**src/rtl/iqr_pkg.sv**
```systemverilog
package iqr_pkg;

   typedef enum logic [1:0] {
      OP_HOLD   = 2'd0,
      OP_GROW   = 2'd1,
      OP_SHRINK = 2'd2
   } resize_op_e;

   function automatic int unsigned width_of(int unsigned v);
      return (v < 2) ? 1 : $clog2(v);
   endfunction

endpackage

```
**src/rtl/iqr_quantum_timer.sv**
```systemverilog
module iqr_quantum_timer
   import iqr_pkg::*;
#(
   parameter int unsigned QUANTUM_CYCLES = 1000,
   parameter int unsigned GROW_QUANTA    = 5
) (
   input  logic clk,
   input  logic rst_n,
   output logic boundary_o,
   output logic grow_due_o
);

   localparam int unsigned TW = width_of(QUANTUM_CYCLES);
   localparam int unsigned QW = width_of(GROW_QUANTA);

   logic [TW-1:0] tick;

   assign boundary_o = (tick == TW'(QUANTUM_CYCLES - 1));

   always_ff @(posedge clk) begin
      if (!rst_n)          tick <= '0;
      else if (boundary_o) tick <= '0;
      else                 tick <= tick + TW'(1);
   end

   generate
      if (GROW_QUANTA == 1) begin : g_every
         assign grow_due_o = boundary_o;
      end else begin : g_periodic
         logic [QW-1:0] qidx;
         always_ff @(posedge clk) begin
            if (!rst_n) qidx <= '0;
            else if (boundary_o)
               qidx <= (qidx == QW'(GROW_QUANTA - 1)) ? '0 : qidx + QW'(1);
         end
         assign grow_due_o = boundary_o && (qidx == QW'(GROW_QUANTA - 1));

         AST_GROW_DUE_ON_EDGE: assert property (@(posedge clk) disable iff (!rst_n)
            grow_due_o |-> boundary_o);
      end
   endgenerate

endmodule

```
**src/rtl/iqr_flag_counter.sv**
```systemverilog
module iqr_flag_counter
   import iqr_pkg::*;
#(
   parameter int unsigned COMMIT_WIDTH  = 4,
   parameter int unsigned SHRINK_THRESH = 25
) (
   input  logic                    clk,
   input  logic                    rst_n,
   input  logic                    boundary_i,
   input  logic [COMMIT_WIDTH-1:0] cmt_valid_i,
   input  logic [COMMIT_WIDTH-1:0] cmt_young_i,
   output logic                    low_o
);

   localparam int unsigned IW = width_of(COMMIT_WIDTH + 1);
   localparam int unsigned CW = width_of(SHRINK_THRESH + COMMIT_WIDTH + 1);

   logic [IW-1:0] inc;
   logic [CW-1:0] cnt, sum, cnt_next;

   always_comb begin
      inc = '0;
      for (int i = 0; i < COMMIT_WIDTH; i++)
         inc = inc + IW'(cmt_valid_i[i] & cmt_young_i[i]);
   end

   assign sum      = cnt + CW'(inc);
   assign cnt_next = (sum >= CW'(SHRINK_THRESH)) ? CW'(SHRINK_THRESH) : sum;
   assign low_o    = (sum < CW'(SHRINK_THRESH));

   always_ff @(posedge clk) begin
      if (!rst_n)          cnt <= '0;
      else if (boundary_i) cnt <= '0;
      else                 cnt <= cnt_next;
   end

   AST_CNT_CAPPED: assert property (@(posedge clk) disable iff (!rst_n)
      cnt <= CW'(SHRINK_THRESH));

   AST_CNT_NONDEC: assert property (@(posedge clk) disable iff (!rst_n)
      !$past(boundary_i) |-> (cnt >= $past(cnt)));

endmodule

```
**src/rtl/iqr_size_ctrl.sv**
```systemverilog
module iqr_size_ctrl
   import iqr_pkg::*;
#(
   parameter int unsigned NUM_PORTIONS  = 16,
   parameter int unsigned INIT_PORTIONS = 16
) (
   input  logic                                  clk,
   input  logic                                  rst_n,
   input  logic                                  boundary_i,
   input  logic                                  grow_due_i,
   input  logic                                  low_i,
   output logic [width_of(NUM_PORTIONS + 1)-1:0] portions_o,
   output logic                                  grow_o,
   output logic                                  shrink_o
);

   localparam int unsigned NW = width_of(NUM_PORTIONS + 1);

   resize_op_e op;

   always_comb begin
      op = OP_HOLD;
      if (boundary_i) begin
         if (grow_due_i) begin
            if (portions_o < NW'(NUM_PORTIONS)) op = OP_GROW;
         end else if (low_i && (portions_o > NW'(1))) begin
            op = OP_SHRINK;
         end
      end
   end

   always_ff @(posedge clk) begin
      if (!rst_n) begin
         portions_o <= NW'(INIT_PORTIONS);
         grow_o     <= 1'b0;
         shrink_o   <= 1'b0;
      end else begin
         grow_o   <= (op == OP_GROW);
         shrink_o <= (op == OP_SHRINK);
         case (op)
            OP_GROW:   portions_o <= portions_o + NW'(1);
            OP_SHRINK: portions_o <= portions_o - NW'(1);
            default:   portions_o <= portions_o;
         endcase
      end
   end

   AST_SHRINK_STEP: assert property (@(posedge clk) disable iff (!rst_n)
      shrink_o |-> (portions_o == $past(portions_o) - NW'(1)));

   AST_GROW_STEP: assert property (@(posedge clk) disable iff (!rst_n)
      grow_o |-> (portions_o == $past(portions_o) + NW'(1)));

   AST_ONE_OP: assert property (@(posedge clk) disable iff (!rst_n)
      $onehot0({grow_o, shrink_o}));

   AST_FLOOR: assert property (@(posedge clk) disable iff (!rst_n)
      portions_o >= NW'(1));

   AST_CEIL: assert property (@(posedge clk) disable iff (!rst_n)
      portions_o <= NW'(NUM_PORTIONS));

   AST_SIZE_HELD: assert property (@(posedge clk) disable iff (!rst_n)
      !(grow_o || shrink_o) |-> $stable(portions_o));

endmodule

```
**src/rtl/iqr_dispatch_tag.sv**
```systemverilog
module iqr_dispatch_tag
   import iqr_pkg::*;
#(
   parameter int unsigned NUM_PORTIONS  = 16,
   parameter int unsigned PORTION_DEPTH = 8
) (
   input  logic                                                 disp_valid_i,
   input  logic [width_of(NUM_PORTIONS * PORTION_DEPTH)-1:0]    disp_slot_i,
   input  logic [width_of(NUM_PORTIONS)-1:0]                    head_portion_i,
   input  logic [width_of(NUM_PORTIONS + 1)-1:0]                portions_i,
   output logic                                                 disp_young_o
);

   localparam int unsigned PB = width_of(NUM_PORTIONS);
   localparam int unsigned NW = width_of(NUM_PORTIONS + 1);
   localparam int unsigned SW = width_of(NUM_PORTIONS * PORTION_DEPTH);
   localparam int unsigned DB = SW - PB;
   localparam int unsigned AW = (PB > NW ? PB : NW) + 1;

   logic [AW-1:0] young_sum;
   logic [PB-1:0] young_idx, slot_portion;

   assign young_sum    = AW'(head_portion_i) + AW'(portions_i) - AW'(1);
   assign young_idx    = young_sum[PB-1:0];
   assign slot_portion = disp_slot_i[SW-1:DB];
   assign disp_young_o = disp_valid_i && (slot_portion == young_idx);

endmodule

```
**src/rtl/iq_resize_ctrl.sv**
```systemverilog
module iq_resize_ctrl
   import iqr_pkg::*;
#(
   parameter int unsigned NUM_PORTIONS   = 16,
   parameter int unsigned PORTION_DEPTH  = 8,
   parameter int unsigned INIT_PORTIONS  = 16,
   parameter int unsigned COMMIT_WIDTH   = 4,
   parameter int unsigned QUANTUM_CYCLES = 1000,
   parameter int unsigned GROW_QUANTA    = 5,
   parameter int unsigned SHRINK_THRESH  = 25,
   localparam int unsigned SW = width_of(NUM_PORTIONS * PORTION_DEPTH),
   localparam int unsigned PB = width_of(NUM_PORTIONS),
   localparam int unsigned NW = width_of(NUM_PORTIONS + 1)
) (
   input  logic                    clk,
   input  logic                    rst_n,
   input  logic                    disp_valid_i,
   input  logic [SW-1:0]           disp_slot_i,
   input  logic [PB-1:0]           head_portion_i,
   output logic                    disp_young_o,
   input  logic [COMMIT_WIDTH-1:0] cmt_valid_i,
   input  logic [COMMIT_WIDTH-1:0] cmt_young_i,
   output logic [NW-1:0]           portions_o,
   output logic                    grow_o,
   output logic                    shrink_o
);

   generate
      if ((NUM_PORTIONS < 2) || ((NUM_PORTIONS & (NUM_PORTIONS - 1)) != 0))
         begin : g_bad_portions
            $error("NUM_PORTIONS must be a power of two, at least 2");
         end
      if ((PORTION_DEPTH < 2) || ((PORTION_DEPTH & (PORTION_DEPTH - 1)) != 0))
         begin : g_bad_depth
            $error("PORTION_DEPTH must be a power of two, at least 2");
         end
      if ((INIT_PORTIONS < 1) || (INIT_PORTIONS > NUM_PORTIONS))
         begin : g_bad_init
            $error("INIT_PORTIONS must lie in 1..NUM_PORTIONS");
         end
      if ((QUANTUM_CYCLES < 2) || (GROW_QUANTA < 1) || (COMMIT_WIDTH < 1) || (SHRINK_THRESH < 1))
         begin : g_bad_timing
            $error("quantum, grow period, commit width and threshold must be positive");
         end
   endgenerate

   logic boundary, grow_due, low;

   iqr_quantum_timer #(
      .QUANTUM_CYCLES(QUANTUM_CYCLES),
      .GROW_QUANTA   (GROW_QUANTA)
   ) u_timer (
      .clk       (clk),
      .rst_n     (rst_n),
      .boundary_o(boundary),
      .grow_due_o(grow_due)
   );

   iqr_flag_counter #(
      .COMMIT_WIDTH (COMMIT_WIDTH),
      .SHRINK_THRESH(SHRINK_THRESH)
   ) u_count (
      .clk        (clk),
      .rst_n      (rst_n),
      .boundary_i (boundary),
      .cmt_valid_i(cmt_valid_i),
      .cmt_young_i(cmt_young_i),
      .low_o      (low)
   );

   iqr_size_ctrl #(
      .NUM_PORTIONS (NUM_PORTIONS),
      .INIT_PORTIONS(INIT_PORTIONS)
   ) u_size (
      .clk       (clk),
      .rst_n     (rst_n),
      .boundary_i(boundary),
      .grow_due_i(grow_due),
      .low_i     (low),
      .portions_o(portions_o),
      .grow_o    (grow_o),
      .shrink_o  (shrink_o)
   );

   iqr_dispatch_tag #(
      .NUM_PORTIONS (NUM_PORTIONS),
      .PORTION_DEPTH(PORTION_DEPTH)
   ) u_tag (
      .disp_valid_i  (disp_valid_i),
      .disp_slot_i   (disp_slot_i),
      .head_portion_i(head_portion_i),
      .portions_i    (portions_o),
      .disp_young_o  (disp_young_o)
   );

   AST_PULSE_AFTER_EDGE: assert property (@(posedge clk) disable iff (!rst_n)
      (grow_o || shrink_o) |-> $past(boundary));

   AST_TAG_NEEDS_VALID: assert property (@(posedge clk) disable iff (!rst_n)
      disp_young_o |-> disp_valid_i);

endmodule

```
**config.mk**
```make
export PLATFORM = sky130hd
export DESIGN_NAME = iq_resize_ctrl
export DESIGN_NICKNAME = d
export VERILOG_FILES = /design/src/rtl/iqr_pkg.sv /design/src/rtl/iqr_quantum_timer.sv /design/src/rtl/iqr_flag_counter.sv /design/src/rtl/iqr_size_ctrl.sv /design/src/rtl/iqr_dispatch_tag.sv /design/src/rtl/iq_resize_ctrl.sv
export SDC_FILE = /design/constraint.sdc
export NUM_CORES = 1
export LEC_CHECK = 0
export BUFFER_PORTS_ARGS = -buffer_cell sky130_fd_sc_hd__buf_2
export CAP_MARGIN = 20
export CORE_UTILIZATION = 30
export DETAILED_ROUTE_END_ITERATION = 10
export PLACE_DENSITY = 0.6
export SYNTH_ARGS = -nofsm -noshare
export SYNTH_HDL_FRONTEND = slang
export SYNTH_SLANG_ARGS = --single-unit
export TNS_END_PERCENT = 10
```
**constraint.sdc**
```tcl
create_clock -name clk -period 6 [get_ports clk]
set_input_delay 0.6 -clock clk [delete_from_list [all_inputs] [get_ports clk]]
set_output_delay 0.6 -clock clk [all_outputs]
set_load 0.05 [all_outputs]
```
* Word level (Yosys, flattened, before mapping)
Index checks and enable logic that the tools add are counted.
** Operators by class
- $lt $le $gt $ge :: 4
- Mux-type cells :: 7
- Div/mod/pow operators :: 0
- Add/subtract/negate cells :: 10
- Bitwise gates (word level) :: 5
- Equal/unequal tests :: 5
- Reductions and logical operators :: 6
- $mul :: 0
- Shifts and indexed selects :: 0
** Operators with widths (count)
- $add A10 B1 Y10 const B :: 1
- $eq A10 B10 Y1 const B :: 1
- $lt A5 B5 Y1 const B :: 2
- $pmux W5 S2 :: 1
- $add A3 B3 Y3 :: 3
- $mux W2 :: 3
- $add A5 B1 Y5 const B :: 1
- $add A5 B3 Y5 :: 1
- $ge A5 B5 Y1 const B :: 1
- $gt A5 B1 Y1 const B :: 1
- $mux W5 :: 1
- $sub A5 B1 Y5 const B :: 1
- $add A4 B4 Y4 :: 1
- $and A1 B1 Y1 :: 4
- $eq A4 B4 Y1 :: 1
- $sub A4 B1 Y4 const B :: 1
- $add A3 B1 Y3 const B :: 1
- $eq A3 B3 Y1 const B :: 1
- $logic_and A1 B1 Y1 :: 3
- $mux W3 :: 1
- $reduce_or A3 Y1 :: 1
- $eq A2 B1 Y1 const B :: 1
- $eq A2 B2 Y1 const B :: 1
- $reduce_bool A2 Y1 :: 1
- 3 further kinds :: 3
** Storage, ports and cells
- Latch bits :: 0
- Memories :: 0
- Word-level logic and storage cells :: 44
- Output and inout port bits :: 8
- Register bits :: 25
- Bits in read-only memories :: 0
- RAM bits :: 0

* Logic depth before layout (Yosys ltp)
- Depth after elaboration :: 12
- Mapped depth :: 15
- Mapped depth without buffers :: 15

* By module
A second synthesis with hierarchy kept.
** Second synthesis, totals
- Cells, all modules :: 183
- Area, all modules :: 1712.9 um2
** Modules (own cells, without submodules)
- iqr_quantum_timer :: area each 708.2 um2, cells an instance 74, sequential area each 260.2 um2, times used 1
- iqr_size_ctrl :: area each 429.2 um2, cells an instance 46, sequential area each 140.1 um2, times used 1
- iqr_flag_counter :: area each 376.6 um2, cells an instance 41, sequential area each 100.1 um2, times used 1
- iqr_dispatch_tag :: area each 198.9 um2, cells an instance 22, sequential area each 0.0 um2, times used 1

* Worst setup path before layout
No wires, ideal clock.
- Kind :: input to register
- From :: input cmt_valid_i[3]
- To :: register u_size.portions_o[3]
- Required time :: 5.885 ns
- Slack :: 1.898 ns
- Stages on the path :: 15
- Data arrival time :: 3.987 ns
- Path through :: nand2_1 fa_1 inv_1 ha_1 ha_1 fa_1 a21o_1 a32oi_1 nor4_1 nor2_1 ha_1 or4b_2 a21oi_1 xor2_1 and2_1
** Between the ends
- Longest elaborated chain between the ends :: 10
** Ends and longest elaborated chain
- start: declaration :: RTL line iq_resize_ctrl.sv:21 : input logic [COMMIT_WIDTH-1:0] cmt_valid_i,
- $and A1 B1 Y1 * :: RTL line iqr_flag_counter.sv:24 : inc = inc + IW'(cmt_valid_i[i] & cmt_young_i[i]);
- $add A3 B3 Y3 * :: RTL line iqr_flag_counter.sv:24
- $add A5 B3 Y5 * :: RTL line iqr_flag_counter.sv:27 : assign sum = cnt + CW'(inc);
- $lt A5 B5 Y1 * :: RTL line iqr_flag_counter.sv:29 : assign low_o = (sum < CW'(SHRINK_THRESH));
- $logic_and A1 B1 Y1 * :: RTL line iqr_size_ctrl.sv:26 : end else if (low_i && (portions_o > NW'(1))) begin
- $mux W2 * :: RTL line iqr_size_ctrl.sv:26
- $mux W2 * :: RTL line iqr_size_ctrl.sv:24 : if (grow_due_i) begin
- $mux W2 * :: RTL line iqr_size_ctrl.sv:23 : if (boundary_i) begin
- $eq A2 B2 Y1 or $eq A2 B1 Y1 (tied branches) :: RTL line iqr_size_ctrl.sv:40 : case (op)
- $pmux W5 S2 or $reduce_bool A2 Y1 (tied branches)
- end signal: assignment :: RTL line iqr_size_ctrl.sv:41 : OP_GROW: portions_o <= portions_o + NW'(1);
- end signal: assignment :: RTL line iqr_size_ctrl.sv:42 : OP_SHRINK: portions_o <= portions_o - NW'(1);
- end signal: assignment :: RTL line iqr_size_ctrl.sv:43 : default: portions_o <= portions_o;
- end: declaration :: RTL line iqr_size_ctrl.sv:12 : output logic [width_of(NUM_PORTIONS + 1)-1:0] portions_o,
Mark *: on every way between the ends. The rest lies on a longest branch, timed or not.
A chain may end at the register's enable or synchronous reset.

* Worst setup path after layout
Ends and elaborated chain as after synthesis.

==> key figures <==
STA
  • RSZ-0062 raised after global routing: false
  • Actual slew at the worst max-slew pin: 0.728 ns
  • Slew Viols, Final: 0
  • Total negative slack: 0 ns
  • Final Cycle Share: 0.690
  • Final setup violation count: 0
  • Final hold vios: 0
  • Hold slack final: 0.452 ns
  • Fin crit period: 4.14 ns
  • Fmax achieved: 241 MHz
  • Slew headroom: 0.510
  • Worst clock skew: 0.00162 ns

Power
  • Int Pwr: 0.000249 W
  • Clock power frac: 0.295
  • Leak: roughly 0.75 nW
  • Switching fraction of total power: 0.253
  • Combinational power share: 0.172
  • Peak VDD IR: 0.0766 mV
  • Power per cell area: 190 mW/mm2
  • Reg power frac: 0.533
  • P_sw: 0.0000845 W

Logic synthesis
  • Netlist cell types: 37
  • Commonest register cell after synthesis: dfxtp_1
  • Syn_nets: around 210
  • Post-synth EDFFs: 0
  • Mapped Area: about 0.0015 mm2
  • Synth Warn #: 0
  • Fraction of registers with async set/reset: 0
  • Syn_area_per_cell: 8.98 um2
  • Post-Syn Instances: about 170
  • Seq cells post-synth: 25
  • Seq/Total Area, Yosys: 0.334

Cells and area
  • Antenna cells: 0
  • Register area: 500 um2
  • Nets: 238
  • Area of the multi-input gates: 931 um2
  • Fin cells: between 200 and 300
  • P&R area growth vs syn: 16.8%
  • Post-layout instance area: 0.00175 mm2
  • Share of cells above drive strength 1: 0.195
  • Fillers: 502

Flow run
  • Max-cap violations: 0

CTS
  • Clock buffer depth: 2
  • TritonCTS clock tree: built
  • Clk slew on worst S/H paths: 0.08 ns
  • Clk_lat worst skew: 0.27 ns
  • CTS resizes: 0
  • # Post-CTS Setup Buffers: 0
  • H-tree depth: 1
  • CTS Buf Count: 3
  • Clock sink count: 25
  • Clock root cell: clkbuf_8
  • Hold buffer count at CTS: 0

Placement
  • Area after DPL: 0.00171 mm2
  • IO Port Bufs: 26
  • Final RePlAce weighted congestion: 0.765
  • DP HPWL: 2030 um
  • Dpl cells: 258

Global route
  • Total gr overflow: 0
  • GR Util All Layers: 0.105
  • First-pass GRT wire length: 4410 um
  • Initial antenna violation count: 0
  • Via count of the first global-routing pass: 1078
  • Pin count of the biggest net entering global routing: 15

Critical path
  • CP max stage delay: between 0.6 and 0.7 ns
  • CP endpoint kind: flip-flop
  • Critical path fanouts, max: 7
  • Worst Path Arrival: 4.31 ns
  • Worst Path Required: 6.17 ns
  • Slowest cell on crit path: or4b_2
  • Startpoint Class: primary input
  • Kind of critical path: in -> reg
  • Worst path cell trace: buf_2 -> nand2_1 -> fa_1 -> inv_1 -> ha_1 -> ha_1 -> fa_1 -> a21o_1 -> a32oi_1 -> nor4_1 -> nor2_1 -> ha_1 -> or4b_2 -> a21oi_1 -> xor2_1 -> and2_1
  • Most frequent CP cell: ha_1

Drt
  • Met2 wire length: 1200 um
  • DRT iter0 DRCs: 40
  • Via density per instance: 4.44
  • DR DRC count: 0
  • Avg WL per Cell: 9.93 um
  • DR top layer: met4
  • Post-route ant nets: 0
  • Routed wire length: 2600 um
  • M1 WL: 1290 um
  • Metal3 WL: about 51 um
  • Via count: 1164
  • DR pass1 iterations: 4

Floorplan
  • Die Area: between 0.005 and 0.006 mm2
  • Die H: slightly above 70 um
  • # IOs: 30
  • Core box area: approximately 0.0048 mm2
  • Initial Utilization: 0.316
  • Cell Rows: 25
  • Die width: 72.7 um

Run status
  • Status: finished clean

Min path
  • Worst Hold Class: reg -> reg
[cells by family (layout without fill, tap and decap cells)]
family / count (synthesis) / after routing / synth area share
simple gates: 68 / 68 / 0.251
flops: 25 / 25 / 0.334
fa+ha+maj: 20 / 20 / 0.182
xor+xnor: 20 / 20 / 0.117
buf+inv: 18 / 46 / 0.0459
compound gates: 15 / 15 / 0.0642
mux: 1 / 1 / 0.00667
[metal layers]
layer | vias to the layer above | global-route usage
met5 | - | 0
met4 | 0 | 0.0523
met3 | 4 | 0.0124
met2 | 16 | 0.180
met1 | 528 | 0.131
li1 | 616 | -
[worst paths after layout]
check,depth (start not counted),slack (ns),start,end
worst min-delay path,1,0.45,u_timer.tick[0],u_timer.tick[0]
worst max register to register,10,2.91,u_timer.tick[0],u_size.portions_o[3]
worst max-delay path,16,1.86,cmt_valid_i[3],u_size.portions_o[3]
worst min register to register,1,0.45,u_timer.tick[0],u_timer.tick[0]
[flip-flops by register name, indices dropped and copies added (netlist names)]
name and count:
u_size.portions_o 5, u_size.grow_o 1, u_count.cnt 5, u_timer.tick 10
u_timer.g_periodic.qidx 3, u_size.shrink_o 1
[Yosys cell counts (3+ instances only)]
cell / count / area (um2)
and2_1: 8 / 50.1
a21oi_1: 4 / 20.0
ha_1: 17 / 213
nor2_1: 13 / 48.8
a21boi_0: 4 / 30.0
dfxtp_1: 25 / 500
inv_1: 15 / 56.3
nand3_1: 8 / 40.0
xor2_1: 7 / 61.3
nand2_1: 13 / 48.8
o21ai_0: 4 / 20.0
xnor2_1: 13 / 114
nor3_1: 7 / 35.0
fa_1: 3 / 60.1
[per-stage QoR]
stage	utilization	total power [W]	setup WS, ns
global route	0.368	0.000352	1.65
finish	0.368	0.000333	1.86
global placement	0.359	0.000238	1.61
CTS	0.368	0.000338	1.86
floorplan	-	0.000223	1.90
detailed placement	0.359	0.000240	1.57
[power groups by stage]
stage | Sequential, W | Combinational [W] | Clock [W]
5_1_grt | 0.000178 | 0.0000663 | 0.000107
6_report | 0.000178 | 0.0000574 | 0.0000984
2_1_floorplan | 0.000181 | 0.0000424 | 0
4_1_cts | 0.000178 | 0.0000581 | 0.000102
3_3_place_gp | 0.000182 | 0.0000567 | 0
3_5_place_dp | 0.000182 | 0.0000578 | 0
[cell type report]
class | count | area share
inverter | 16 | 0.0343
clock buffer | 3 | 0.0236
timing repair buffer | 26 | 0.0743
tap | 67 | 0.0479
multi-input combinational | 124 | 0.531
sequential | 25 | 0.286
clock inverter | 1 | 0.00286
[critical path: cells and delay by family]
family,cells,cell delay (ns)
xor+xnor,1,0.08
simple gates,5,1.08
fa+ha+maj,5,1.82
buf+inv,2,0.11
compound gates,3,0.62
[cell usage in the layout, fill, tap and decap left out, drive strengths merged, types with 2 or more instances in the layout]
master,count
nor3,7
inv,16
fa,3
xor2,7
or3,2
nand3,8
nand2,13
dfxtp,25
nor3b,2
and2,8
ha,17
xnor2,13
o21ai,4
and3,2
nand4b,2
nor4,2
a21boi,4
nand4,2
buf,26
clkbuf,3
nor2,13
a21oi,4
(Power assumes the default switching activity.)
